$ cat src/rtl/lpm_pkg.sv
package lpm_pkg;
  timeunit 1ns;
  timeprecision 1ps;

  typedef enum logic [2:0] {
    ST_RUN, ST_SLEEP, ST_DRAIN, ST_PURGE, ST_SREF, ST_GATE, ST_STBY, ST_RELOCK
  } lpm_state_e;

  localparam int unsigned MODE_W = 2;
  localparam logic [MODE_W-1:0] MODE_RUN   = 2'b00;
  localparam logic [MODE_W-1:0] MODE_RSVD  = 2'b01;
  localparam logic [MODE_W-1:0] MODE_SLEEP = 2'b10;
  localparam logic [MODE_W-1:0] MODE_STBY  = 2'b11;
endpackage

$ cat src/rtl/lpm_sync.sv
module lpm_sync #(
  parameter int unsigned WIDTH  = 3,
  parameter int unsigned STAGES = 2,
  parameter logic [WIDTH-1:0] RST_VAL = '1
) (
  input  logic             clk_i,
  input  logic             rst_ni,
  input  logic [WIDTH-1:0] d_i,
  output logic [WIDTH-1:0] q_o
);
  timeunit 1ns;
  timeprecision 1ps;

  logic [STAGES-1:0][WIDTH-1:0] stg_q;

  if (STAGES == 1) begin : g_one
    always_ff @(posedge clk_i or negedge rst_ni) begin
      if (!rst_ni) stg_q <= RST_VAL;
      else         stg_q <= d_i;
    end
  end else begin : g_multi
    always_ff @(posedge clk_i or negedge rst_ni) begin
      if (!rst_ni) stg_q <= {STAGES{RST_VAL}};
      else         stg_q <= {stg_q[STAGES-2:0], d_i};
    end
  end

  assign q_o = stg_q[STAGES-1];
endmodule

$ cat src/rtl/lpm_mode_reg.sv
module lpm_mode_reg
  import lpm_pkg::*;
#(
  parameter int unsigned DATA_W = 8
) (
  input  logic              clk_i,
  input  logic              rst_ni,
  input  logic              we_i,
  input  logic [DATA_W-1:0] wdata_i,
  input  logic              accept_i,
  input  logic              clr_i,
  output logic [DATA_W-1:0] rdata_o,
  output logic              go_sleep_o,
  output logic              go_stby_o
);
  timeunit 1ns;
  timeprecision 1ps;

  localparam int unsigned PAD_W = DATA_W - MODE_W;

  logic [MODE_W-1:0] mode_q;
  logic [MODE_W-1:0] code;
  logic              wr_ok;

  assign code       = wdata_i[MODE_W-1:0];
  assign wr_ok      = we_i && accept_i;
  assign go_sleep_o = wr_ok && (code == MODE_SLEEP);
  assign go_stby_o  = wr_ok && (code == MODE_STBY);

  always_ff @(posedge clk_i or negedge rst_ni) begin
    if (!rst_ni)                      mode_q <= MODE_RUN;
    else if (clr_i)                   mode_q <= MODE_RUN;
    else if (go_sleep_o || go_stby_o) mode_q <= code;
  end

  assign rdata_o = {{PAD_W{1'b0}}, mode_q};

  // reserved code leaves the field alone
  p_rsvd_ignored_r5: assert property (@(posedge clk_i) disable iff (!rst_ni)
    (we_i && code == MODE_RSVD && !clr_i) |=> $stable(mode_q));

  // writes outside run are dropped
  p_busy_wr_ignored_r11: assert property (@(posedge clk_i) disable iff (!rst_ni)
    (we_i && !accept_i && !clr_i) |=> $stable(mode_q));
endmodule

$ cat src/rtl/lpm_fsm.sv
module lpm_fsm
  import lpm_pkg::*;
(
  input  logic       clk_i,
  input  logic       rst_ni,
  input  logic       go_sleep_i,
  input  logic       go_stby_i,
  input  logic       wake_n_i,
  input  logic       irq_n_i,
  input  logic       bus_wake_n_i,
  input  logic       drain_ack_i,
  input  logic       purge_ack_i,
  input  logic       sref_ack_i,
  input  logic       pll_lock_i,
  output lpm_state_e state_o,
  output logic       run_o,
  output logic       clr_o
);
  timeunit 1ns;
  timeprecision 1ps;

  lpm_state_e state_q, state_d;
  logic       wake_pend_q;
  logic       in_entry;

  assign in_entry = (state_q == ST_DRAIN) || (state_q == ST_PURGE) ||
                    (state_q == ST_SREF)  || (state_q == ST_GATE);

  always_comb begin
    state_d = state_q;
    unique case (state_q)
      ST_RUN:    if (go_stby_i) state_d = ST_DRAIN;
                 else if (go_sleep_i) state_d = ST_SLEEP;
      ST_SLEEP:  if (!irq_n_i || !bus_wake_n_i) state_d = ST_RUN;
      ST_DRAIN:  if (drain_ack_i) state_d = ST_PURGE;
      ST_PURGE:  if (purge_ack_i) state_d = ST_SREF;
      ST_SREF:   if (sref_ack_i) state_d = ST_GATE;
      ST_GATE:   state_d = ST_STBY;
      ST_STBY:   if (wake_pend_q || !wake_n_i) state_d = ST_RELOCK;
      ST_RELOCK: if (pll_lock_i) state_d = ST_RUN;
      default:   state_d = ST_RUN;
    endcase
  end

  always_ff @(posedge clk_i or negedge rst_ni) begin
    if (!rst_ni) state_q <= ST_RUN;
    else         state_q <= state_d;
  end

  // wake seen mid-entry is held until clocks are down
  always_ff @(posedge clk_i or negedge rst_ni) begin
    if (!rst_ni)                    wake_pend_q <= 1'b0;
    else if (state_q == ST_STBY)    wake_pend_q <= 1'b0;
    else if (in_entry && !wake_n_i) wake_pend_q <= 1'b1;
  end

  assign state_o = state_q;
  assign run_o   = (state_q == ST_RUN);
  assign clr_o   = (state_q != ST_RUN) && (state_d == ST_RUN);

  p_drain_hold_r7: assert property (@(posedge clk_i) disable iff (!rst_ni)
    (state_q == ST_DRAIN && !drain_ack_i) |=> state_q == ST_DRAIN);
  p_purge_hold_r7: assert property (@(posedge clk_i) disable iff (!rst_ni)
    (state_q == ST_PURGE && !purge_ack_i) |=> state_q == ST_PURGE);
  p_purge_after_drain_r6: assert property (@(posedge clk_i) disable iff (!rst_ni)
    (state_q == ST_PURGE && $past(state_q) != ST_PURGE) |-> $past(drain_ack_i));
  p_sref_after_purge_r6: assert property (@(posedge clk_i) disable iff (!rst_ni)
    (state_q == ST_SREF && $past(state_q) != ST_SREF) |-> $past(purge_ack_i));
  p_pend_exit_r9: assert property (@(posedge clk_i) disable iff (!rst_ni)
    (state_q == ST_STBY && wake_pend_q) |=> state_q == ST_RELOCK);
endmodule

$ cat src/rtl/lpm_clk_ctrl.sv
module lpm_clk_ctrl
  import lpm_pkg::*;
(
  input  lpm_state_e state_i,
  output logic       cpu_clk_en_o,
  output logic       clk_en_o,
  output logic       pll_en_o,
  output logic       stby_no,
  output logic       drain_req_o,
  output logic       purge_req_o,
  output logic       sref_req_o
);
  timeunit 1ns;
  timeprecision 1ps;

  logic [6:0] v;

  // {cpu, clk, pll, stby_n, drain, purge, sref}
  always_comb begin
    unique case (state_i)
      ST_RUN:    v = 7'b1111_000;
      ST_SLEEP:  v = 7'b0111_000;
      ST_DRAIN:  v = 7'b1111_100;
      ST_PURGE:  v = 7'b1111_010;
      ST_SREF:   v = 7'b1111_001;
      ST_GATE:   v = 7'b0011_001;
      ST_STBY:   v = 7'b0000_001;
      ST_RELOCK: v = 7'b0011_001;
      default:   v = 7'b1111_000;
    endcase
  end

  assign {cpu_clk_en_o, clk_en_o, pll_en_o, stby_no,
          drain_req_o, purge_req_o, sref_req_o} = v;
endmodule

$ cat src/rtl/lpm_ctrl.sv
module lpm_ctrl
  import lpm_pkg::*;
#(
  parameter int unsigned DATA_W      = 8,
  parameter int unsigned SYNC_STAGES = 2
) (
  input  logic              clk_i,
  input  logic              rst_ni,
  input  logic              reg_we_i,
  input  logic [DATA_W-1:0] reg_wdata_i,
  output logic [DATA_W-1:0] reg_rdata_o,
  input  logic              wake_ni,
  input  logic              irq_ni,
  input  logic              bus_wake_ni,
  output logic              drain_req_o,
  input  logic              drain_ack_i,
  output logic              purge_req_o,
  input  logic              purge_ack_i,
  output logic              sref_req_o,
  input  logic              sref_ack_i,
  output logic              pll_en_o,
  input  logic              pll_lock_i,
  output logic              clk_en_o,
  output logic              cpu_clk_en_o,
  output logic              stby_no
);
  timeunit 1ns;
  timeprecision 1ps;

  localparam int unsigned N_WAKE = 3;

  logic [N_WAKE-1:0] wake_raw, wake_s;
  logic              go_sleep, go_stby, run, clr;
  lpm_state_e        state;

  assign wake_raw = {wake_ni, irq_ni, bus_wake_ni};

  lpm_sync #(.WIDTH(N_WAKE), .STAGES(SYNC_STAGES), .RST_VAL('1)) u_sync (
    .clk_i (clk_i),
    .rst_ni(rst_ni),
    .d_i   (wake_raw),
    .q_o   (wake_s)
  );

  lpm_mode_reg #(.DATA_W(DATA_W)) u_reg (
    .clk_i     (clk_i),
    .rst_ni    (rst_ni),
    .we_i      (reg_we_i),
    .wdata_i   (reg_wdata_i),
    .accept_i  (run),
    .clr_i     (clr),
    .rdata_o   (reg_rdata_o),
    .go_sleep_o(go_sleep),
    .go_stby_o (go_stby)
  );

  lpm_fsm u_fsm (
    .clk_i       (clk_i),
    .rst_ni      (rst_ni),
    .go_sleep_i  (go_sleep),
    .go_stby_i   (go_stby),
    .wake_n_i    (wake_s[2]),
    .irq_n_i     (wake_s[1]),
    .bus_wake_n_i(wake_s[0]),
    .drain_ack_i (drain_ack_i),
    .purge_ack_i (purge_ack_i),
    .sref_ack_i  (sref_ack_i),
    .pll_lock_i  (pll_lock_i),
    .state_o     (state),
    .run_o       (run),
    .clr_o       (clr)
  );

  lpm_clk_ctrl u_clk (
    .state_i     (state),
    .cpu_clk_en_o(cpu_clk_en_o),
    .clk_en_o    (clk_en_o),
    .pll_en_o    (pll_en_o),
    .stby_no     (stby_no),
    .drain_req_o (drain_req_o),
    .purge_req_o (purge_req_o),
    .sref_req_o  (sref_req_o)
  );

  // PLL drops only after clocks are gated and memory is in self-refresh
  p_pll_after_gate_r6: assert property (@(posedge clk_i) disable iff (!rst_ni)
    $fell(pll_en_o) |-> $past(!clk_en_o && !cpu_clk_en_o && sref_req_o));
  // clocks return only after PLL lock
  p_clk_after_lock_r8: assert property (@(posedge clk_i) disable iff (!rst_ni)
    ($rose(clk_en_o) && $past(pll_en_o)) |-> $past(pll_lock_i));
  // memory side keeps running while only the CPU is stopped
  p_sleep_mem_alive_r3: assert property (@(posedge clk_i) disable iff (!rst_ni)
    (!cpu_clk_en_o && !sref_req_o) |-> (clk_en_o && pll_en_o && stby_no));
  // sleep exit clears the mode field
  p_exit_clears_r4: assert property (@(posedge clk_i) disable iff (!rst_ni)
    ($rose(cpu_clk_en_o) && $past(!sref_req_o)) |-> reg_rdata_o == '0);
endmodule

$ cat config.mk
export PLATFORM = sky130hd
export DESIGN_NAME = lpm_ctrl
export DESIGN_NICKNAME = d
export VERILOG_FILES = /design/src/rtl/lpm_pkg.sv /design/src/rtl/lpm_sync.sv /design/src/rtl/lpm_mode_reg.sv /design/src/rtl/lpm_fsm.sv /design/src/rtl/lpm_clk_ctrl.sv /design/src/rtl/lpm_ctrl.sv
export SDC_FILE = /design/constraint.sdc
export NUM_CORES = 1
export LEC_CHECK = 0
export BUFFER_PORTS_ARGS = -buffer_cell sky130_fd_sc_hd__buf_2
export CELL_PAD_IN_SITES_DETAIL_PLACEMENT = 1
export CELL_PAD_IN_SITES_GLOBAL_PLACEMENT = 1
export CORE_MARGIN = 2
export CORE_UTILIZATION = 36
export CTS_CLUSTER_DIAMETER = 60
export DETAILED_ROUTE_END_ITERATION = 10
export GPL_TIMING_DRIVEN = 0
export PLACE_DENSITY_LB_ADDON = 0.1
export SYNTH_ARGS = -nofsm -noshare
export SYNTH_HDL_FRONTEND = slang
export SYNTH_SLANG_ARGS = --single-unit
$ cat constraint.sdc
create_clock -name clk_i -period 3.85 [get_ports clk_i]
set_clock_uncertainty 0.05 [all_clocks]
set_input_delay 0.77 -clock clk_i [delete_from_list [all_inputs] [get_ports clk_i]]
set_output_delay 0.77 -clock clk_i [all_outputs]
set_load 0.005 [all_outputs]
==> Word level (Yosys, flattened, before mapping) <==
Memory sizes are Yosys's and may differ from the RTL's.
Index checks and enable logic that the tools add are counted.
{ "word_totals": {"register_bits": 12, "romBits": 56, "word_cells": 47, "memories": 1} }
{ "classes": {"n_eq_ne": 9, "muxes": 13, "n_reduce_logical": 19} }
{ "memory_table": {"columns": ["name", "words", "word_bits", "read_ports", "rd_clocked_by_memory_dff", "wr", "line", "source"], "rows": [
  ["(no name shown)", 8, 7, 1, 0, 0, "lpm_clk_ctrl.sv:20", "unique case (state_i)"]
]} }
{ "op_table": {"columns": ["cell", "n"], "rows": [
  ["3-bit 2-to-1 mux", 8],
  ["3-bit one-hot mux with 8 select lines", 1],
  ["3-bit == test (second input constant)", 4],
  ["3-bit by 2-bit == test with 1-bit output (second input constant)", 2],
  ["3-bit zero test", 2],
  ["1-bit logical OR", 6],
  ["1-bit logical AND", 5],
  ["2-bit == test (second input constant)", 2],
  ["2-bit 2-to-1 mux", 2],
  ["2-bit nonzero test", 2],
  ["3-bit by 1-bit == test with 1-bit output (second input constant)", 1],
  ["1-bit zero test", 3],
  ["3-bit nonzero test", 1],
  ["1-bit 2-to-1 mux", 2]
]} }

==> Depth between registers and ports, before layout <==
Gate-level depths: netlist of run 1.
{ "depth": {"word_depth": 9, "ltp_mapped": 8, "depth_no_buf": 7} }

==> Modules after synthesis <==
Synthesis of run 1 repeated with hierarchy kept, for this count alone.
{ "hier_totals": {"hier_cells": 67, "area_unflattened_um2": 665.6} }
{ "by_module_without_submodules": {"columns": ["mod", "n_inst", "cells_each", "area_per_inst_um2"], "rows": [
  ["lpm_fsm", 1, 33, 279.0],
  ["lpm_sync", 1, 9, 180.2],
  ["lpm_mode_reg", 1, 18, 147.6],
  ["lpm_clk_ctrl", 1, 7, 58.8]
]} }

==> Least setup slack after synthesis of run 1 <==
Ideal clock, no wire load.
{ "synth_path": {"path_kind": "flip-flop to flip-flop", "from": "register u_fsm.state_q[1], in the netlist u_fsm.state_o[1]", "to": "register u_reg.mode_q[1]", "setup_ns": 0.124, "arrival_time_ns": 1.687, "setup_slack_ns": 1.989, "stages_incl_launch_ff": 8, "path_buffers": 0, "path_cell_list": "dfrtp_1 -> inv_1 -> ha_1 -> or3_1 -> a21oi_1 -> o211ai_1 -> a211oi_2 -> nor2_1"} }
{ "synth_between": {"elab_chain_len": 9} }
{ "synth_rtl": {"columns": ["item", "line", "source"], "rows": [
  ["start, declared", "lpm_fsm.sv:22", "lpm_state_e state_q, state_d;"],
  ["start signal, assigned", "lpm_fsm.sv:47", "else state_q <= state_d;"],
  ["3-bit zero test", "lpm_fsm.sv:31, lpm_fsm.sv:58", null],
  ["1-bit logical AND", "lpm_mode_reg.sv:26", "assign wr_ok = we_i && accept_i;"],
  ["1-bit logical AND", "lpm_mode_reg.sv:27", "assign go_sleep_o = wr_ok && (code == MODE_SLEEP);"],
  ["3-bit 2-to-1 mux", "lpm_fsm.sv:33", "else if (go_sleep_i) state_d = ST_SLEEP;"],
  ["3-bit 2-to-1 mux", "lpm_fsm.sv:32", "ST_RUN: if (go_stby_i) state_d = ST_DRAIN;"],
  ["3-bit one-hot mux with 8 select lines", "lpm_fsm.sv:31", "unique case (state_q)"],
  ["3-bit zero test", "lpm_fsm.sv:59", "assign clr_o = (state_q != ST_RUN) && (state_d == ST_RUN);"],
  ["1-bit logical AND", "lpm_fsm.sv:59", null],
  ["2-bit 2-to-1 mux / 2-bit nonzero test (equally long branches)", null, null],
  ["end signal, assigned", "lpm_mode_reg.sv:33", "else if (go_sleep_o || go_stby_o) mode_q <= code;"],
  ["end, declared", "lpm_mode_reg.sv:21", "logic [MODE_W-1:0] mode_q;"]
]} }
Several ways; a longest one is shown, not always the timed one.
A chain may end at the register's enable or synchronous reset.

==> Final worst setup path of run 1 <==
{ "layout_path": {"from": "register u_fsm.state_q[2], in the netlist u_fsm.state_o[2]", "to": "output stby_no"} }
{ "layout_between": {"elab_chain_len": 1} }
{ "layout_rtl": {"columns": ["item", "line", "source"], "rows": [
  ["memory 8 x 7 bit", null, null],
  ["end, declared", "lpm_ctrl.sv:25", "output logic stby_no"]
]} }
No other way between the ends.

==> metrics.yaml, run 1 <==
status:
  outcome: "finished, final reports clean"
setup_path:
  critPathCaptureType: "output pin"
  rr_worst_depth: 7
  rr_endpoint: "u_reg.mode_q[0]$_DFFE_PN0P_"
  critPathLaunchType: "flip-flop"
  arrival_ns: 1.43
  crit_fanout: 10
  cp.required_ns: 3.03
  critical_path_class: "flip-flop to output pin"
  reg2reg_slack_ns: 1.71
  timing.rr.start: "u_fsm.state_o[1]$_DFF_PN0_"
power:
  internal_power_uw: 396.3
  p_clk_frac: 0.095
  p_seq_frac: 0.275
  p_sw_uw: 307.7
  switching_share: 0.4371
  p_per_area_nw_per_um2: 753.2
  power.leakage_uw: 0.0004454
  peakVddDrop_uv: 416.1
  comb_power_share: 0.630
place:
  dp_hpwl_um: 1317
  place_congestion: 0.9046
  port_buffers: 20
drt:
  avgRoutedWirePerCell_um: 11.59
  drt_iter0_drc: 6
  wirelength_um: 1564
  vias: 645
  dr.pass1.iters: 4
  drc: 0
  ant_nets: 0
  viasPerCell: 4.778
clock_tree:
  clockRootBuffer: "clkbuf_4"
  clock_path_buffers: 2
  cts-resized-gates: 0
  cts_tree: "done"
  cts_made_buffers: 3
  cts-htree-levels: 1
  insertion_delay_ns: 0.25
  cts.sinks: 12
  cts_hold_buffers: 0
  cts_setup_buffers: 0
  path_clk_slew_ns: 0.06
finish:
  nNetsFinal: 131
  layout-drive-gt1-share: 0.4167
  n_fill_cell: 250
  syn2layout_area_growth_pct: 23.06
  antenna_cells: 0
  finish.utilization: 0.4716
grt:
  grt_pass1_wl_um: 2704
  grt_pass1_vias: 611
  grt.overflow.total: 0
  grt_max_degree: 13
  antenna_found_initial: 0
  grt_usage: 0.1408
logic_synthesis:
  synth_top_cell_area_share: 0.2076
  synth_cell_types: 34
  syn-cell-area_um2: 759.5
  synth_area_leaders: "dfstp_2, dfrtp_1, buf_4"
  synth-warning-count: 0
  synthCells: 80
  ys_ff_latch: 12
  ys_seq_area_frac: 0.4053
  syn_area_per_cell_um2: 9.493
  synth_area_leader_cell: "dfstp_2"
floorplanning:
  die_h_um: 49.93
  die_area_um2: 2493
  start_util: 0.3832
  fp-row-count: 16
  pin_count: 33
  coreArea_um2: 1982
  die_width_um: 49.93
timing:
  tns_ns: 0
  maxSlewHeadroom: 0.6386
  slew_violations: 0
  worst_pin_slew_ns: 0.5380
  hold_violations: 0
  rsz0062_at_grt: "false"
  period_share: 0.5836
  min_period_ns: 2.247
  setup_viol: 0
  clock.fmax_mhz: 445.1
hold_path:
  min_to: "u_sync.q_o[1]$_DFF_PN1_"
  hold_depth: 0
  worstHoldPathType: "flip-flop to flip-flop"
  min_from: "u_sync.stg_q[1]$_DFF_PN1_"
flow_run:
  maxCapViolations: 0
==> cell usage after synthesis <==
cell	count
a221oi_1	2
or3b_1	1
conb_1	1
inv_1	2
nand2b_1	2
nand4_1	1
o211ai_1	1
and2_1	1
dfrtp_1	6
nor3_1	4
nor3b_1	1
buf_2	2
o21ai_2	1
a21oi_1	5
a41oi_1	1
o21a_1	1
a22oi_2	1
and3b_1	1
dfstp_2	6
and3_1	1
buf_4	7
a31oi_1	4
nand2_1	5
mux2i_1	1
nand3_1	4
or3_1	1
o21ai_0	1
inv_2	1
nor2_1	5
ha_1	3
buf_6	2
nor2b_1	3
a211oi_2	1
o221ai_2	1
==> sequential cells by signal, indices dropped and copies added, names as in the netlist <==
| signal | count |
|---|---|
| u_fsm.state_o | 3 |
| u_fsm.wake_pend_q | 1 |
| u_reg.mode_q | 2 |
| u_sync.q_o | 3 |
| u_sync.stg_q | 3 |
==> placed cells by master, fill, tap and decap left out, types with 2 or more instances in the layout <==
cell and instances:
clkbuf_4 3, nand3_1 4, buf_4 7, conb_1 6, nand2_1 5, inv_1 2, dfrtp_1 6, ha_1 3
dfstp_2 6, a221oi_1 2, buf_2 22, nand2b_1 2, a31oi_1 4, nor3_1 4, buf_6 2, nor2_1 5
a21oi_1 5, nor2b_1 3
==> worst max path at each step <==
stage | cells after the start | slack, ns | from | end
5_1_grt | 5 | 1.46 | u_fsm.state_o[2]$_DFF_PN0_ | stby_no
6_report | 5 | 1.60 | u_fsm.state_o[2]$_DFF_PN0_ | stby_no
4_1_cts | 5 | 1.58 | u_fsm.state_o[2]$_DFF_PN0_ | stby_no
2_1_floorplan | 7 | 1.99 | u_fsm.state_o[1]$_DFF_PN0_ | u_reg.mode_q[1]$_DFFE_PN0P_
3_3_place_gp | 7 | 1.70 | u_fsm.state_o[1]$_DFF_PN0_ | u_reg.mode_q[1]$_DFFE_PN0P_
3_5_place_dp | 7 | 1.71 | u_fsm.state_o[1]$_DFF_PN0_ | u_reg.mode_q[0]$_DFFE_PN0P_
==> critical path, stage by stage, from the launching register on <==
cell     delay (ns)
dfrtp_1        0.40
buf_6          0.15
buf_2          0.21
nand3_1        0.14
buf_4          0.16
buf_2          0.11
==> logic make-up (layout without fill, tap and decap cells) <==
| logic type | Yosys count | in the layout | share of synthesized area |
|---|---|---|---|
| and+or+nand+nor | 30 | 30 | 0.2093 |
| AOI/OAI and AO/OA | 19 | 19 | 0.1911 |
| buffers and inverters | 14 | 37 | 0.1269 |
| DFF | 12 | 12 | 0.4053 |
| adders and majority gates | 3 | 3 | 0.04943 |
| other | 1 | 6 | 0.004938 |
| muxes | 1 | 1 | 0.01318 |
==> routing by layer <==
metal	global-route usage	part of all wire
met4	0.06944	0.0083
met5	0	0
met1	0.1943	0.46
met3	0.01212	0.042
met2	0.2200	0.49
==> stage by stage <==
stage / worst slack (ns) / cell area, um^2 / std cells / power [uW] / hold slack, ns
after CTS: 1.575 / 934.6 / 135 / 713.5 / 0.3100
after floorplan: 1.989 / 778.2 / 85 / 515.4 / 0.2952
after global placement: 1.705 / 912.1 / 132 / 642.6 / 0.2985
after global routing: 1.459 / 934.6 / 135 / 777.1 / 0.3107
final: 1.603 / 934.6 / 135 / 704.0 / 0.3075
after detailed placement: 1.706 / 912.1 / 132 / 644.0 / 0.3010
==> cell type report <==
cell class                      instances  area, um^2  share of cell area
Inverter                                3       11.26             0.01205
Sequential cell                        12       307.8              0.3293
Tap cell                               27       33.78             0.03614
Buffer                                 11       85.08             0.09103
Timing Repair Buffer                   20       100.1              0.1071
Multi-Input combinational cell         59       374.1              0.4003
Clock buffer                            3       22.52             0.02410
==> power by group through the flow <==
stage | Clock, uW | Sequential, uW | Combinational [uW]
2_1_floorplan | 0 | 190 | 326
3_3_place_gp | 0 | 196 | 447
3_5_place_dp | 0 | 197 | 447
4_1_cts | 70.0 | 194 | 449
5_1_grt | 78.3 | 200 | 499
6_report | 66.7 | 194 | 444
(Power assumes the default switching activity.)
==> run 2: changes to the inputs <==
--- a/config.mk
+++ b/config.mk
@@ -9,7 +9,7 @@
 export CELL_PAD_IN_SITES_DETAIL_PLACEMENT = 1
 export CELL_PAD_IN_SITES_GLOBAL_PLACEMENT = 1
 export CORE_MARGIN = 2
-export CORE_UTILIZATION = 36
+export CORE_UTILIZATION = 33
 export CTS_CLUSTER_DIAMETER = 60
 export DETAILED_ROUTE_END_ITERATION = 10
 export GPL_TIMING_DRIVEN = 0
==> constraint.sdc (replaced) <==
create_clock -name clk_i -period 2.3 [get_ports clk_i]
set_clock_uncertainty 0.05 [all_clocks]
set_input_delay 0.46 -clock clk_i [delete_from_list [all_inputs] [get_ports clk_i]]
set_output_delay 0.46 -clock clk_i [all_outputs]
set_load 0.005 [all_outputs]
==> run 2 against run 1 <==
Sequential share of layout area decreased by 0.086 points. Setup slack got worse by 1.4 ns. Critical endpoint is now u_reg.mode_q[1]$_DFFE_PN0P_. First-iteration DRC count increased by 17%. Routed wire length increased by 3.8%.
==> metrics.yaml, run 2 (synthesis results as in run 1) <==
timing:
  rsz0062_at_grt: "false"
  setup_viol: 0
  worst_pin_slew_ns: 0.5341
  period_share: 0.9081
  maxSlewHeadroom: 0.6412
  min_period_ns: 2.089
  hold_violations: 0
  tns_ns: 0
  holdWs_ns: 0.003856
  clock.fmax_mhz: 478.8
  slew_violations: 0
clock_tree:
  cts_made_buffers: 3
  clock_path_buffers: 2
  cts-htree-levels: 1
  cts.sinks: 12
  insertion_delay_ns: 0.26
  clockRootBuffer: "clkbuf_4"
  cts_hold_buffers: 0
  cts_tree: "done"
  path_clk_slew_ns: 0.07
floorplanning:
  die_width_um: 51.98
  die_area_um2: 2701
  coreArea_um2: 2191
  fp-row-count: 17
  die_h_um: 51.98
  pin_count: 33
  start_util: 0.3467
drt:
  wirelength_um: 1624
  dr.pass1.iters: 4
  viasPerCell: 4.796
  drc: 0
  vias: 657
  avgRoutedWirePerCell_um: 11.85
  drt_iter0_drc: 7
  ant_nets: 0
setup_path:
  arrival_ns: 2.18
  critical_path_class: "flip-flop to flip-flop"
  timing.rr.start: "u_fsm.state_o[1]$_DFF_PN0_"
  crit_fanout: 8
  critPathLaunchType: "flip-flop"
  cp.required_ns: 2.39
  rr_endpoint: "u_reg.mode_q[1]$_DFFE_PN0P_"
  critPathCaptureType: "flip-flop"
  rr_worst_depth: 7
  reg2reg_slack_ns: 0.21
power:
  p_sw_uw: 528.6
  internal_power_uw: 670.8
  p_per_area_nw_per_um2: 1275
  peakVddDrop_uv: 473.4
  comb_power_share: 0.622
  power.leakage_uw: 0.0004459
  report.power.total_uw: 1199
  p_clk_frac: 0.105
  p_seq_frac: 0.272
  switching_share: 0.4407
finish:
  antenna_cells: 0
  final_common_cell: "buf_2"
  n_fill_cell: 282
  nNetsFinal: 131
  fin_cells: 137
  finish.utilization: 0.4295
  syn2layout_area_growth_pct: 23.89
  seqCellArea_um2: 309.0
  multi_input_area_um2: 374.1
  layout-drive-gt1-share: 0.4220
  layout_common_cells: "buf_2, buf_4, conb_1, dfstp_2"
grt:
  grt_max_degree: 13
  grt.overflow.total: 0
  grt_pass1_vias: 599
  antenna_found_initial: 0
  grt_pass1_wl_um: 2566
  grt_usage: 0.1267
place:
  dp_hpwl_um: 1345
  port_buffers: 20
  dp.cells: 133
  place_congestion: 0.8307
flow_run:
  maxCapViolations: 0
status:
  outcome: "finished, final reports clean"
hold_path:
  worstHoldPathType: "primary input to asynchronous set/reset pin"
==> run 2: cell types whose count changed in the layout (fill, tap and decap cells not counted), sizes merged <==
cell,change
clkbuf,+1
==> run 2: worst max path at each step <==
stage,end,startpoint,cells after the start,slack (ns)
6_report,u_reg.mode_q[1]$_DFFE_PN0P_,u_fsm.state_o[1]$_DFF_PN0_,7,0.21
5_1_grt,u_reg.mode_q[1]$_DFFE_PN0P_,u_fsm.state_o[1]$_DFF_PN0_,7,0.09
4_1_cts,u_reg.mode_q[1]$_DFFE_PN0P_,u_fsm.state_o[1]$_DFF_PN0_,7,0.1
3_5_place_dp,u_reg.mode_q[1]$_DFFE_PN0P_,u_fsm.state_o[1]$_DFF_PN0_,7,0.11
3_3_place_gp,u_reg.mode_q[1]$_DFFE_PN0P_,u_fsm.state_o[1]$_DFF_PN0_,7,0.12
2_1_floorplan,u_reg.mode_q[1]$_DFFE_PN0P_,u_fsm.state_o[1]$_DFF_PN0_,7,0.44
==> run 2: what timing repair did <==
item	CTS	global route
hold endpoints to repair	0	0
setup endpoints to repair	0	2
resized for setup	0	1
setup buffers	0	0
==> run 2: cell type report <==
| cell class | count | area share |
|---|---|---|
| flip-flops and latches | 12 | 0.3285 |
| multi-input cells | 59 | 0.3976 |
| well taps | 28 | 0.03723 |
| clock buffers | 4 | 0.02793 |
| repair buffers | 20 | 0.1064 |
| plain buffers | 11 | 0.09043 |
| inverters | 3 | 0.01197 |
==> run 2: metal layers <==
metal / track usage / up-vias / routed length [um] / part of all wire
li1: - / 333 / - / -
met5: 0 / - / 0 / 0
met4: 0.05263 / 0 / 10 / 0.0062
met3: 0.01149 / 2 / 66 / 0.041
met2: 0.2300 / 12 / 817 / 0.50
met1: 0.1508 / 310 / 729 / 0.45
==> run 2: metrics by stage <==
step	setup WS (ns)	area [um^2]
floorplan	0.4387	778.2
global placement	0.1169	913.4
detailed placement	0.1064	913.4
CTS	0.09895	939.7
global route	0.09382	940.9
finish	0.2114	940.9
==> run 2: power by group through the flow <==
stage | sequential (uW) | combinational, uW | clock, uW
after floorplan | 318 | 545 | 0
after global placement | 329 | 755 | 0
after detailed placement | 331 | 750 | 0
after CTS | 327 | 755 | 136
after global routing | 336 | 826 | 142
final | 326 | 746 | 126
==> run 2: worst max-delay path: stages, from the launching register on <==
cell and delay, ns:
dfrtp_2 0.43, inv_1 0.15, ha_1 0.24, or3_1 0.43, a21oi_1 0.19, o211ai_1 0.15, a211oi_2 0.25, nor2_1 0.09
